--- config.mk ---
export PLATFORM = sky130hd
export DESIGN_NAME = hwl_ctrl
export DESIGN_NICKNAME = d
export VERILOG_FILES = /design/src/rtl/hwl_pkg.sv /design/src/rtl/hwl_count.sv /design/src/rtl/hwl_addr.sv /design/src/rtl/hwl_ctrl.sv
export SDC_FILE = /design/constraint.sdc
export NUM_CORES = 1
export LEC_CHECK = 0
export ABC_AREA = 1
export BUFFER_PORTS_ARGS = -buffer_cell sky130_fd_sc_hd__buf_2
export CORE_ASPECT_RATIO = 0.9
export CORE_UTILIZATION = 54
export DETAILED_ROUTE_END_ITERATION = 6
export PLACE_DENSITY = 0.89
export SYNTH_ARGS = -nofsm -noshare
export SYNTH_HDL_FRONTEND = slang
export SYNTH_SLANG_ARGS = --single-unit
--- constraint.sdc ---
create_clock -name clk -period 2.6 [get_ports clk]
set_input_delay 0.65 -clock clk [delete_from_list [all_inputs] [get_ports clk]]
set_output_delay 0.65 -clock clk [all_outputs]
set_load 0.1 [all_outputs]
--- src/rtl/hwl_pkg.sv ---
package hwl_pkg;
  typedef enum logic {
    HWL_BLOCK  = 1'b0,
    HWL_SINGLE = 1'b1
  } hwl_mode_e;
endpackage

--- src/rtl/hwl_count.sv ---
module hwl_count #(
  parameter int CW = 8
) (
  input  logic          clk,
  input  logic          rst_n,
  input  logic          load,
  input  logic [CW-1:0] load_val,
  input  logic          step,
  output logic [CW-1:0] cnt_q,
  output logic          nonzero
);
  always_ff @(posedge clk) begin
    if (!rst_n)    cnt_q <= '0;
    else if (load) cnt_q <= load_val;
    else if (step) cnt_q <= cnt_q - 1'b1;
  end

  assign nonzero = (cnt_q != '0);

  // each redirect uses up exactly one pass
  p_step_dec_r3: assert property (@(posedge clk) disable iff (!rst_n)
    (step && !load) |=> (cnt_q == $past(cnt_q) - 1'b1));
  // no step and no load leaves the count alone
  p_hold_r9: assert property (@(posedge clk) disable iff (!rst_n)
    (!step && !load) |=> $stable(cnt_q));
endmodule

--- src/rtl/hwl_addr.sv ---
module hwl_addr
  import hwl_pkg::*;
#(
  parameter int AW = 16
) (
  input  logic          clk,
  input  logic          rst_n,
  input  logic          load,
  input  hwl_mode_e     mode,
  input  logic [AW-1:0] start_in,
  input  logic [AW-1:0] end_in,
  input  logic [AW-1:0] fetch_pc,
  output logic [AW-1:0] start_q,
  output logic [AW-1:0] last_q,
  output logic          at_end
);
  logic [AW-1:0] last_sel;
  assign last_sel = (mode == HWL_SINGLE) ? start_in : end_in;

  always_ff @(posedge clk) begin
    if (!rst_n) begin
      start_q <= '0;
      last_q  <= '0;
    end else if (load) begin
      start_q <= start_in;
      last_q  <= last_sel;
    end
  end

  assign at_end = (fetch_pc == last_q);

  // the loop bounds move only on an accepted setup
  p_bounds_stable_r7: assert property (@(posedge clk) disable iff (!rst_n)
    !load |=> ($stable(start_q) && $stable(last_q)));
endmodule

--- src/rtl/hwl_ctrl.sv ---
module hwl_ctrl
  import hwl_pkg::*;
#(
  parameter int AW = 16,
  parameter int CW = 8
) (
  input  logic          clk,
  input  logic          rst_n,
  input  logic          fetch_valid,
  input  logic [AW-1:0] fetch_pc,
  input  logic          setup_valid,
  input  logic          setup_single,
  input  logic [CW-1:0] setup_count,
  input  logic [AW-1:0] setup_start,
  input  logic [AW-1:0] setup_end,
  output logic          redirect_valid,
  output logic [AW-1:0] redirect_pc,
  output logic          flush_pulse,
  output logic          loop_active,
  output logic          setup_err,
  output logic          irq_hold
);
  logic          accept;
  logic          hit;
  logic          at_end;
  logic [CW-1:0] cnt_q;
  logic [AW-1:0] start_q;
  logic [AW-1:0] last_q;
  hwl_mode_e     mode_in;
  hwl_mode_e     mode_q;
  logic          flush_q;
  logic          err_q;

  assign mode_in = setup_single ? HWL_SINGLE : HWL_BLOCK;
  assign accept  = setup_valid && !loop_active;
  assign hit     = loop_active && fetch_valid && at_end;

  hwl_count #(.CW(CW)) u_count (
    .clk      (clk),
    .rst_n    (rst_n),
    .load     (accept),
    .load_val (setup_count),
    .step     (hit),
    .cnt_q    (cnt_q),
    .nonzero  (loop_active)
  );

  hwl_addr #(.AW(AW)) u_addr (
    .clk      (clk),
    .rst_n    (rst_n),
    .load     (accept),
    .mode     (mode_in),
    .start_in (setup_start),
    .end_in   (setup_end),
    .fetch_pc (fetch_pc),
    .start_q  (start_q),
    .last_q   (last_q),
    .at_end   (at_end)
  );

  always_ff @(posedge clk) begin
    if (!rst_n) begin
      mode_q  <= HWL_BLOCK;
      flush_q <= 1'b0;
      err_q   <= 1'b0;
    end else begin
      if (accept) mode_q <= mode_in;
      flush_q <= accept;
      err_q   <= setup_valid && loop_active;
    end
  end

  assign redirect_valid = hit;
  assign redirect_pc    = start_q;
  assign flush_pulse    = flush_q;
  assign setup_err      = err_q;
  assign irq_hold       = loop_active && (mode_q == HWL_SINGLE);

  // arming happens only through a setup
  p_rise_after_setup_r10: assert property (@(posedge clk) disable iff (!rst_n)
    $rose(loop_active) |-> $past(setup_valid));
  // disarming happens only after the final redirect
  p_fall_after_redirect_r10: assert property (@(posedge clk) disable iff (!rst_n)
    $fell(loop_active) |-> $past(redirect_valid));
  // interrupt hold requires an armed loop
  p_irq_hold_active_r8: assert property (@(posedge clk) disable iff (!rst_n)
    irq_hold |-> loop_active);
  // a rejected setup is flagged and takes no flush
  p_err_no_flush_r7: assert property (@(posedge clk) disable iff (!rst_n)
    (setup_valid && loop_active) |=> (setup_err && !flush_pulse));
  // flush and error never coincide
  p_flush_err_excl_r6: assert property (@(posedge clk) disable iff (!rst_n)
    !(flush_pulse && setup_err));
endmodule

=== Word level (Yosys, flattened, before mapping) ===
Cells that the tools add are included.

* Flip-flop bits (word level): 43
* Latch bits: 0
* RAM bits: 0
* Memory bits (read-only): 0
* Output and inout bits: 21
* Memories: 0

* Add/sub/neg operators: 1
* $mul: 0
* Divide/modulo/power cells: 0
* Magnitude comparators: 0
* Equal/unequal tests: 1
* Shift-type cells: 0
* Mux-type cells: 4
* Bitwise logic cells: 0
* Reduce and logical (&&, ||, !) cells: 8

{| class="wikitable"
|+ Operator list
! kind !! count
|-
| 16-bit equality test || 1
|-
| 16-bit 2-to-1 mux || 1
|-
| 8-bit 2-to-1 mux || 2
|-
| 8-bit nonzero test || 1
|-
| 8-bit by 1-bit subtractor with 8-bit output (second input constant) || 1
|-
| 1-bit logical AND || 5
|-
| 2-bit nonzero test || 1
|-
| 1-bit logical NOT || 1
|-
| 1-bit 2-to-1 mux || 1
|}

=== Depth between registers and ports, before layout ===
Gate-level depths: netlist (run 1).

* Depth in word-level cells: 5
* Gate-level depth with buffers: 12

=== Cells and area by module ===
A second synthesis (run 1) with hierarchy kept.

* Cell total of the unflattened synthesis: 322
* Area total of the unflattened synthesis: 2382.3 um^2

{| class="wikitable"
|+ By module, submodules not included
! module !! times used !! cells each !! area each (um^2)
|-
| hwl_addr || 1 || 225 || 1722.9
|-
| hwl_count || 1 || 80 || 536.8
|-
| hwl_ctrl || 1 || 17 || 122.6
|}

=== Least setup slack after synthesis (run 1) ===
OpenSTA, ideal clock, no wires.

* Kind: reg-to-output
* From: register u_count.cnt_q[0]
* To: output port redirect_valid
* Arrival time: 3398 ps
* Data required time: 1950 ps
* Setup slack: -1448 ps
* Cell stages (with the launch flop): 8
* Buffers on the path: 0
* Cells stage by stage: dfxtp_1 -> inv_1 -> ha_1 -> nand2_2 -> nor2_8 -> nand2_4 -> nand4_1 -> nor3b_1

* Longest elaborated chain between the ends: 3

{| class="wikitable"
|+ Ends and longest elaborated chain
! element !! line !! source
|-
| start, declared || hwl_count.sv:9 || <nowiki>output logic [CW-1:0] cnt_q,</nowiki>
|-
| start signal, assigned || hwl_count.sv:14 || <nowiki>else if (load) cnt_q <= load_val;</nowiki>
|-
| start signal, assigned || hwl_count.sv:15 || <nowiki>else if (step) cnt_q <= cnt_q - 1'b1;</nowiki>
|-
| 8-bit nonzero test || hwl_count.sv:18 || <nowiki>assign nonzero = (cnt_q != '0);</nowiki>
|-
| named net loop_active || hwl_ctrl.sv:19 || <nowiki>output logic loop_active,</nowiki>
|-
| 1-bit logical AND (2 in series) || hwl_ctrl.sv:36 || <nowiki>assign hit = loop_active && fetch_valid && at_end;</nowiki>
|-
| end, declared || hwl_ctrl.sv:16 || <nowiki>output logic redirect_valid,</nowiki>
|}

The timed path passes the listed nets, and every way through them passes these cells.

=== Worst setup path in the final report (run 1) ===
* From: register u_count.cnt_q[0]
* To: output port redirect_valid

* Longest elaborated chain between the ends: 3

{| class="wikitable"
|+ Ends and longest elaborated chain
! element !! line
|-
| 8-bit nonzero test || hwl_count.sv:18
|-
| 1-bit logical AND (2 in series) || hwl_ctrl.sv:36
|}

No other way between the ends.

==> impl_metrics.toml, run 1 <==
[global_routing]
overflow = 0
grt_first_pass_wirelength_mm = 9.880
antenna_found_initial = 0
grt_max_degree = 43
grt_use_total = 0.2701
grt_pass1_vias = 2262

[final_layout]
final_common_cell = "nand2_1"
area_growth_pct = 20.41
nets = 512
fin_util = 0.6976
post_layout_nonfiller_instances = 511
drive_gt1_frac = 0.2506
layout_common_cells = "92 x nand2_1, 80 x buf_2, 59 x inv_1, 43 x dfxtp_1, 38 x nor2_1"
diodes = 0

[clock_network]
clock_sinks = 43
cts_max_path_buffers = 2
ctsResizeCount = 0
htree_levels = 2
root_buffer = "clkbuf_8"
cts_tree = "built"
hold_buffers = 0
clock_latency_ps = 300
clkTransAtPathRegs_ps = 80
postCtsSetupBuffers = 0
cts_buffers = 5

[worst_setup_path]
worst_ep_required_time_ps = 1950
worstSetupStartpointType = "register"
crit_path_max_fanout = 5
critPathArrivalTime_ps = 1820
criticalPathCategory = "register to output pin"
r2r_slack_ps = 440
end_kind = "output pin"

[job]
cap_violations = 0

[sta]
min_period_ps = 2472
clock.fmax_mhz = 404.5
rsz0062_at_grt = "no"
hold_slack_ps = 468.8
slew_headroom = 0.6030
maxSlewViolCount = 0
setup_tns_ps = 0
setup_viol = 0
final_min_period_over_clock_period = 0.9508
worst_slew_pin_slew_ps = 594.8
timing_hold_violations_final = 0
skew_ps = 5.506

[synthesis]
synthTopCellsByArea = "dfxtp_1 35%, nand2_1 14%, inv_1 9.1%, a21oi_1 6.6%, o21ai_0 6.2%"
synth_fa_ha_area_frac = 0.005128
syn-num-nets = 439
synth_top_family_by_area = "simple AND/OR/NAND/NOR gates"
synth_top_area_cell = "dfxtp_1"
yosysTopAreaCellShare = 0.3528
syn_avg_cell_area_um2 = 6.472
synth-compound-area-share = 0.1713
synth-edff-count = 0
synth_cells = 377
synth_mux_area_frac = 0
ys_types = 33
yosys_warnings = 0
synth-seq-area-share = 0.3528
synth_area_mm2 = 0.002440
synth-simple-area-share = 0.3154
yosys_most_used_dff = "dfxtp_1"
ys_ff_latch = 43
synth_xor_area_frac = 0.01077
postSynth.asyncResetShare = 0

[die]
die_area_mm2 = 0.004792
io_pins = 82
rows = 22
die_w_um = 72.86
die_h_um = 65.77
core_area_mm2 = 0.004212
initial_utilization = 0.5793

[place]
port_buffers = 81
dp_cells = 503
gp_congestion = 1.014
dp_hpwl_mm = 4.429

[route]
wire_per_inst_um = 11.57
drtPass1Iterations = 4
ant_nets = 0
drt-initial-drc-count = 116
route.detailed.drc = 0
vias_per_cell = 4.912
routed_wl_mm = 5.910
dr_total_vias = 2510

[run_status]
status = "finished, final reports clean"

[worst_hold_path]
min_path_type = "register to register"
## through the flow
stage | area [um2] | setup slack [ps]
floorplan | 2454 | -161.0
global placement | 2853 | 273.8
finish | 2938 | 127.9
detailed placement | 2853 | 246.5
CTS | 2938 | 122.3
global route | 2938 | 23.65
## final timing paths
path	end	from	cells after the start
worst max register to register	u_count.cnt_q[1]	u_count.cnt_q[0]	11
worst min register to register	u_addr.start_q[15]	u_addr.start_q[15]	2
worst min-delay path	u_addr.start_q[15]	u_addr.start_q[15]	2
worst max-delay path	redirect_valid	u_count.cnt_q[0]	8
## cell families after synthesis
kind of cell | Yosys count
compound gates | 80
xor+xnor | 3
fa+ha+maj | 1
buf+inv | 81
flops | 43
simple gates | 169
## cell usage after synthesis, types with 2 or more instances
cell	count
inv_1	59
nand2_2	3
buf_2	5
buf_6	4
nor3b_1	2
o211ai_1	5
o21ai_1	10
nand4_1	4
inv_2	4
nor2_2	2
a21oi_1	32
nand2_1	92
buf_4	3
o22ai_1	2
nand3_1	12
o21ai_0	30
nand2_4	3
xor2_1	2
dfxtp_1	43
clkbuf_1	5
or2_2	3
nor2_4	2
nor2_1	39
nor3_1	2
## registers in the layout, summed over array words and instances (netlist names)
name and flops:
mode_q 1, flush_pulse 1, u_addr.start_q 16, u_addr.last_q 16, setup_err 1, u_count.cnt_q 8
## layout make-up
| cell class | instances | area, um2 |
|---|---|---|
| multi-input cells | 253 | 1240 |
| inverters | 64 | 241.5 |
| clock buffers | 6 | 72.57 |
| well taps | 60 | 75.07 |
| clock inverters | 2 | 12.51 |
| flip-flops and latches | 43 | 860.8 |
| repair buffers | 83 | 435.4 |
| fillers | 360 | 1274 |
## metal layers
layer  GRT usage  share of wire
met1      0.3523           0.45
met2      0.4346           0.45
met3     0.05945          0.086
met4      0.1054          0.014
met5           0              0
## critical path, stage by stage, from the launching register on
cell	delay, ps
dfxtp_1	360
inv_1	70
ha_1	220
nand2_2	130
nor2_8	70
nand2_4	80
nand4_1	130
nor3b_4	260
buf_12	200
Power of run 1 is left out: the tool's default activity adds up to more than one toggle a clock period on the data nets, which glitch-free logic cannot reach.
==> run 2: changes to the inputs <==
- CORE_MARGIN: not set -> 5
- SYNTH_HIERARCHICAL: not set -> 1
==> run 2 against run 1 <==
Wire length is 2.4% lower. Largest cell class unchanged. Area after synthesis is 2.4% lower. Critical endpoint unchanged. Sequential cell count stayed put.
==> impl_metrics.toml, run 2 <==
[run_status]
status = "finished, final reports clean"

[pwr]
p_leak_nw = 1.478
peakVddDrop_mv = 1.188
p_per_area_mw_per_mm2 = 1451
finalPower_mw = 4.245

[sta]
setup_tns_ps = 0
timing_hold_violations_final = 0
setup_viol = 0
slew_headroom = 0.5720
setup_ws_ps = 116.6
maxSlewViolCount = 0
clock.fmax_mhz = 402.7
hold_slack_ps = 487.5
worst_slew_pin_slew_ps = 641.9
rsz0062_at_grt = "no"
final_min_period_over_clock_period = 0.9551
skew_ps = 6.126
min_period_ps = 2483

[synthesis]
synth_top_area_cell = "dfxtp_1"
yosysTopAreaCellShare = 0.3613
synth_common_cells = "62 x nand2_1, 43 x dfxtp_1, 41 x nor2_1"
postSynth.asyncResetShare = 0
syn_avg_cell_area_um2 = 7.398
yosysMostFrequentCell = "nand2_1"
synth_cells = 322
synth_area_mm2 = 0.002382
synth-edff-count = 0
yosys_warnings = 6
yosys_most_used_dff = "dfxtp_1"
ys_types = 31
syn-num-nets = 385
synth-seq-area-share = 0.3613
ys_ff_latch = 43
synthTopCellsByArea = "dfxtp_1 36%, nand2_1 9.8%, o211ai_2 8.4%, nor2_1 6.5%, inv_1 5.5%"

[route]
wire_per_inst_um = 12.45
route.detailed.drc = 0
drt-initial-drc-count = 130
vias_per_cell = 4.931
ant_nets = 0
routed_wl_mm = 5.766
dr_total_vias = 2283
drtPass1Iterations = 4

[worst_setup_path]
criticalPathCategory = "input pin to output pin"
path_common_cell = "nand2_1"
reg2regPathDepth = 12
crit_path_max_fanout = 2
cp_cell_sequence = "buf_2 > inv_1 > nand2_1 > nand2_1 > nand2_1 > nor2_1 > nand2_1 > nor2_1 > and3_4 > buf_12"
end_kind = "output pin"
worstSetupStartpointType = "input pin"
cp_num_cells = 10
max_stage_delay_ps = 240
r2r_slack_ps = 560
path_buf_inv = 3
critical-path-top-delay-family = "simple AND/OR/NAND/NOR gates"
crit_path_top_delay_cell = "and3_4"
critPathArrivalTime_ps = 1830
worst_ep_required_time_ps = 1950

[die]
die_w_um = 80.02
die_area_mm2 = 0.005842
core_area_mm2 = 0.004374
die_h_um = 73.01
rows = 23
io_pins = 82
initial_utilization = 0.5446

[clock_network]
cts_max_path_buffers = 2
clock_sinks = 43
postCtsSetupBuffers = 0
htree_levels = 2
cts_tree = "built"
cts_buffers = 5
ctsResizeCount = 0
root_buffer = "clkbuf_8"
hold_buffers = 0
clock_latency_ps = 290
clkTransAtPathRegs_ps = 80

[final_layout]
layout_common_cells = "80 x buf_2, 62 x nand2_1, 42 x dfxtp_1, 40 x nor2_1, 33 x inv_1"
multi_input_area_mm2 = 0.001214
nets = 464
diodes = 0
postLayoutCellArea_mm2 = 0.002927
drive_gt1_frac = 0.3791
ff_latch_area_um2 = 862.1
fillCellCount = 396
post_layout_nonfiller_instances = 463
fin_util = 0.6691
final_common_cell = "buf_2"
area_growth_pct = 22.85
largestRegisters = "u_addr/last_q (16), u_addr/start_q (16), u_count/cnt_q (8)"

[job]
cap_violations = 0

[place]
port_buffers = 81
place_ws_ps = 132.9
place_area_mm2 = 0.002824
dp_hpwl_mm = 4.507
dp_cells = 456
gp_congestion = 0.9006

[global_routing]
antenna_found_initial = 0
grt_first_pass_wirelength_mm = 9.404
grt_pass1_vias = 2217
overflow = 0
grt_max_degree = 36
grt_use_total = 0.2054

[worst_hold_path]
hold_depth = 2
min_path_type = "register to register"
-- run 2: changes by cell type after synthesis, moves of 4 or more --
cell,change
o21ai_2,+4
nand2_2,+8
xnor2_1,+10
inv_2,+10
nand3_1,+13
o21ai_0,-19
nor2_2,+4
a21oi_1,-29
clkbuf_1,-5
o211ai_1,-5
inv_1,-24
nand2_1,-30
o211ai_2,+16
-- run 2: worst min-delay path, stage by stage, from the launching register on --
cell	delay (ps)
dfxtp_1	330
o21ai_1	60
nor2_1	70
-- run 2: layout make-up --
| type | count | share of cell area |
|---|---|---|
| inverter | 50 | 0.06670 |
| sequential | 43 | 0.2946 |
| tap | 62 | 0.02651 |
| clock inverter | 1 | 0.01026 |
| timing repair buffer | 85 | 0.1625 |
| multi-input combinational | 216 | 0.4147 |
| clock buffer | 6 | 0.02480 |
-- run 2: logic make-up (layout without fill, tap and decap cells) --
family                     Yosys count  after routing  share of synthesized area
and+or+nand+nor                    154            154                     0.2873
buffers and inverters               63            142                     0.1339
AOI/OAI and AO/OA                   48             48                     0.1628
DFF                                 43             43                     0.3613
xor gates and xnor gates            12             12                    0.04412
adders and majority gates            2              2                    0.01050
-- run 2: worst paths after layout --
check | startpoint | end
min reg2reg | u_addr/start_q[13] | u_addr/start_q[13]
max reg2reg | u_count/cnt_q[4] | u_count/cnt_q[4]
max | fetch_pc[1] | redirect_valid
min | u_addr/start_q[13] | u_addr/start_q[13]
-- run 2: metal layers --
metal  routed length (um)  share of wire  track usage
met1                 2393           0.42       0.2375
met3                  431          0.075      0.06049
met2                 2864           0.50       0.3612
met4                   78          0.014      0.07129
met5                    0              0            0
-- run 2: where the power goes --
group          switching (mW)  internal, mW
registers               0.197         0.947
clock network           0.218         0.282
logic                    1.95         0.651
total                    2.37          1.88
Note: power is estimated with default switching activity, not from simulation.
==> run 3: changes to the inputs <==
--- a/config.mk
+++ b/config.mk
@@ -7,5 +7,5 @@
 export LEC_CHECK = 0
 export ABC_AREA = 1
-export BUFFER_PORTS_ARGS = -buffer_cell sky130_fd_sc_hd__buf_2
+export BUFFER_PORTS_ARGS = -buffer_cell sky130_fd_sc_hd__buf_4
 export CORE_ASPECT_RATIO = 0.9
 export CORE_MARGIN = 5
==> constraint.sdc (replaced) <==
create_clock -name clk -period 2.6 [get_ports clk]
set_input_delay 0.26 -clock clk [delete_from_list [all_inputs] [get_ports clk]]
set_output_delay 0.26 -clock clk [all_outputs]
set_load 0.1 [all_outputs]
==> run 3 against run 2 <==
Register-to-register slack got worse by 40 ps. Cell area rose by 5.7%. Combinational power rose by 5%. Setup slack improved by 380 ps. Wire length rose by 7.9%. Clock power fell by 7.6%. Die area did not move. Via count rose by 2.3%. Non-clock buffer count fell by 2. Cell count fell by 0.22%. Sequential share of layout area fell by 1.6 points. Clock-buffer cell count did not move.
==> impl_metrics.toml, run 3 (synthesized netlist as in run 2, its figures left out) <==
[run_status]
status = "finished, final reports clean"

[die]
initial_utilization = 0.5446
die_w_um = 80.02
io_pins = 82
rows = 23
core_area_mm2 = 0.004374
die_h_um = 73.01
die_area_mm2 = 0.005842

[worst_hold_path]
min_to = "u_addr/start_q[15]"
hold_depth = 3
hold_start = "setup_start[15]"
min_path_type = "input pin to register"

[final_layout]
fin_util = 0.7071
area_growth_pct = 29.83
post_layout_nonfiller_instances = 462
layout_common_cells = "82 x buf_4, 62 x nand2_1, 42 x dfxtp_1, 40 x nor2_1, 34 x inv_1"
largestRegisters = "u_addr/last_q (16), u_addr/start_q (16), u_count/cnt_q (8)"
final_common_cell = "buf_4"
drive_gt1_frac = 0.3800
nets = 462
postLayoutCellArea_mm2 = 0.003093
diodes = 0

[clock_network]
ctsResizeCount = 0
root_buffer = "clkbuf_8"
postCtsSetupBuffers = 0
htree_levels = 2
clkTransAtPathRegs_ps = 90
clock_latency_ps = 310
cts_buffers = 5
cts_tree = "built"
cts_max_path_buffers = 2
hold_buffers = 0
clock_sinks = 43

[worst_setup_path]
reg2reg_from = "u_count/cnt_q[4]"
worst_ep_required_time_ps = 2340
r2r_slack_ps = 520
worstSetupStartpointType = "register"
crit_path_max_fanout = 7
reg2regPathDepth = 9
r2r-end = "u_addr/start_q[9]"
critPathArrivalTime_ps = 1850
criticalPathCategory = "register to output pin"
end_kind = "output pin"

[global_routing]
overflow = 0
antenna_found_initial = 0
grt_max_degree = 40
grt_pass1_vias = 2228
grt_first_pass_wirelength_mm = 9.860
grt_use_total = 0.2163

[route]
ant_nets = 0
vias_per_cell = 5.054
drt-initial-drc-count = 180
route.detailed.drc = 0
dr_total_vias = 2335
wire_per_inst_um = 13.47
routed_wl_mm = 6.221
drtPass1Iterations = 4

[sta]
clock.fmax_mhz = 474.9
skew_ps = 7.222
maxSlewViolCount = 0
slew_headroom = 0.6863
setup_viol = 0
timing_hold_violations_final = 0
rsz0062_at_grt = "no"
worst_slew_pin_slew_ps = 470.5
min_period_ps = 2106
hold_slack_ps = 191.1
final_min_period_over_clock_period = 0.8099

[pwr]
comb_power_share = 0.627
pwr-share-seq = 0.266
p_int_mw = 1.898
peakVddDrop_mv = 1.335
switching_share = 0.5617
finalPower_mw = 4.331
p_per_area_mw_per_mm2 = 1400
p_leak_nw = 1.517
clkPwrFrac = 0.107
p_switching_mw = 2.433

[place]
port_buffers = 81
gp_congestion = 0.8447
place_area_mm2 = 0.002994
dp_cells = 454
dp_hpwl_mm = 4.686

[job]
cap_violations = 0
run 3: power groups by stage:
stage / logic (mW) / registers (mW) / clock network (mW)
after CTS: 2.70 / 1.16 / 0.466
final: 2.72 / 1.15 / 0.462
after global routing: 2.89 / 1.19 / 0.497
after floorplan: 1.28 / 1.93 / 0
after detailed placement: 2.69 / 1.17 / 0
after global placement: 2.63 / 1.16 / 0
run 3: layer usage:
| metal | track usage | up-vias | routed length (um) |
|---|---|---|---|
| met4 | 0.07692 | 0 | 97 |
| li1 | - | 1168 | - |
| met3 | 0.05926 | 12 | 436 |
| met1 | 0.2534 | 1070 | 2544 |
| met5 | 0 | - | 0 |
| met2 | 0.3787 | 85 | 3142 |
run 3: cell type report:
cell class                      instances  area [um2]
Tap cell                               62       77.57
Clock inverter                          2       16.27
Fill cell                             367        1281
Multi-Input combinational cell        216        1224
Timing Repair Buffer                   83       635.6
Clock buffer                            6       82.58
Sequential cell                        43       862.1
Inverter                               50       195.2
run 3: metrics by stage:
step | setup TNS, ps | setup slack (ps)
after floorplan | -3720 | -228.2
after global placement | 0 | 652.4
after detailed placement | 0 | 571.6
after CTS | 0 | 501.3
after global routing | 0 | 330.8
final | 0 | 494.2
run 3: worst max-delay path, cell delays in order, from the launching register on:
cell	delay [ps]
dfxtp_1	340
inv_1	60
nand2_1	50
nand2_1	50
nand2_1	60
nor2_1	120
nand2_1	70
nor2_1	200
and3_4	280
buf_4	310
run 3: worst max-delay path by stage:
stage / endpoint / from / slack [ps] / cells after the start
finish: redirect_valid / u_addr/last_q[1] / 490 / 9
global route: u_addr/start_q[9] / u_count/cnt_q[4] / 330 / 9
CTS: redirect_valid / u_addr/last_q[1] / 500 / 9
detailed placement: u_addr/start_q[9] / u_count/cnt_q[4] / 570 / 9
global placement: u_addr/start_q[9] / u_count/cnt_q[4] / 650 / 9
floorplan: u_count/cnt_q[4] / u_count/cnt_q[4] / -230 / 11
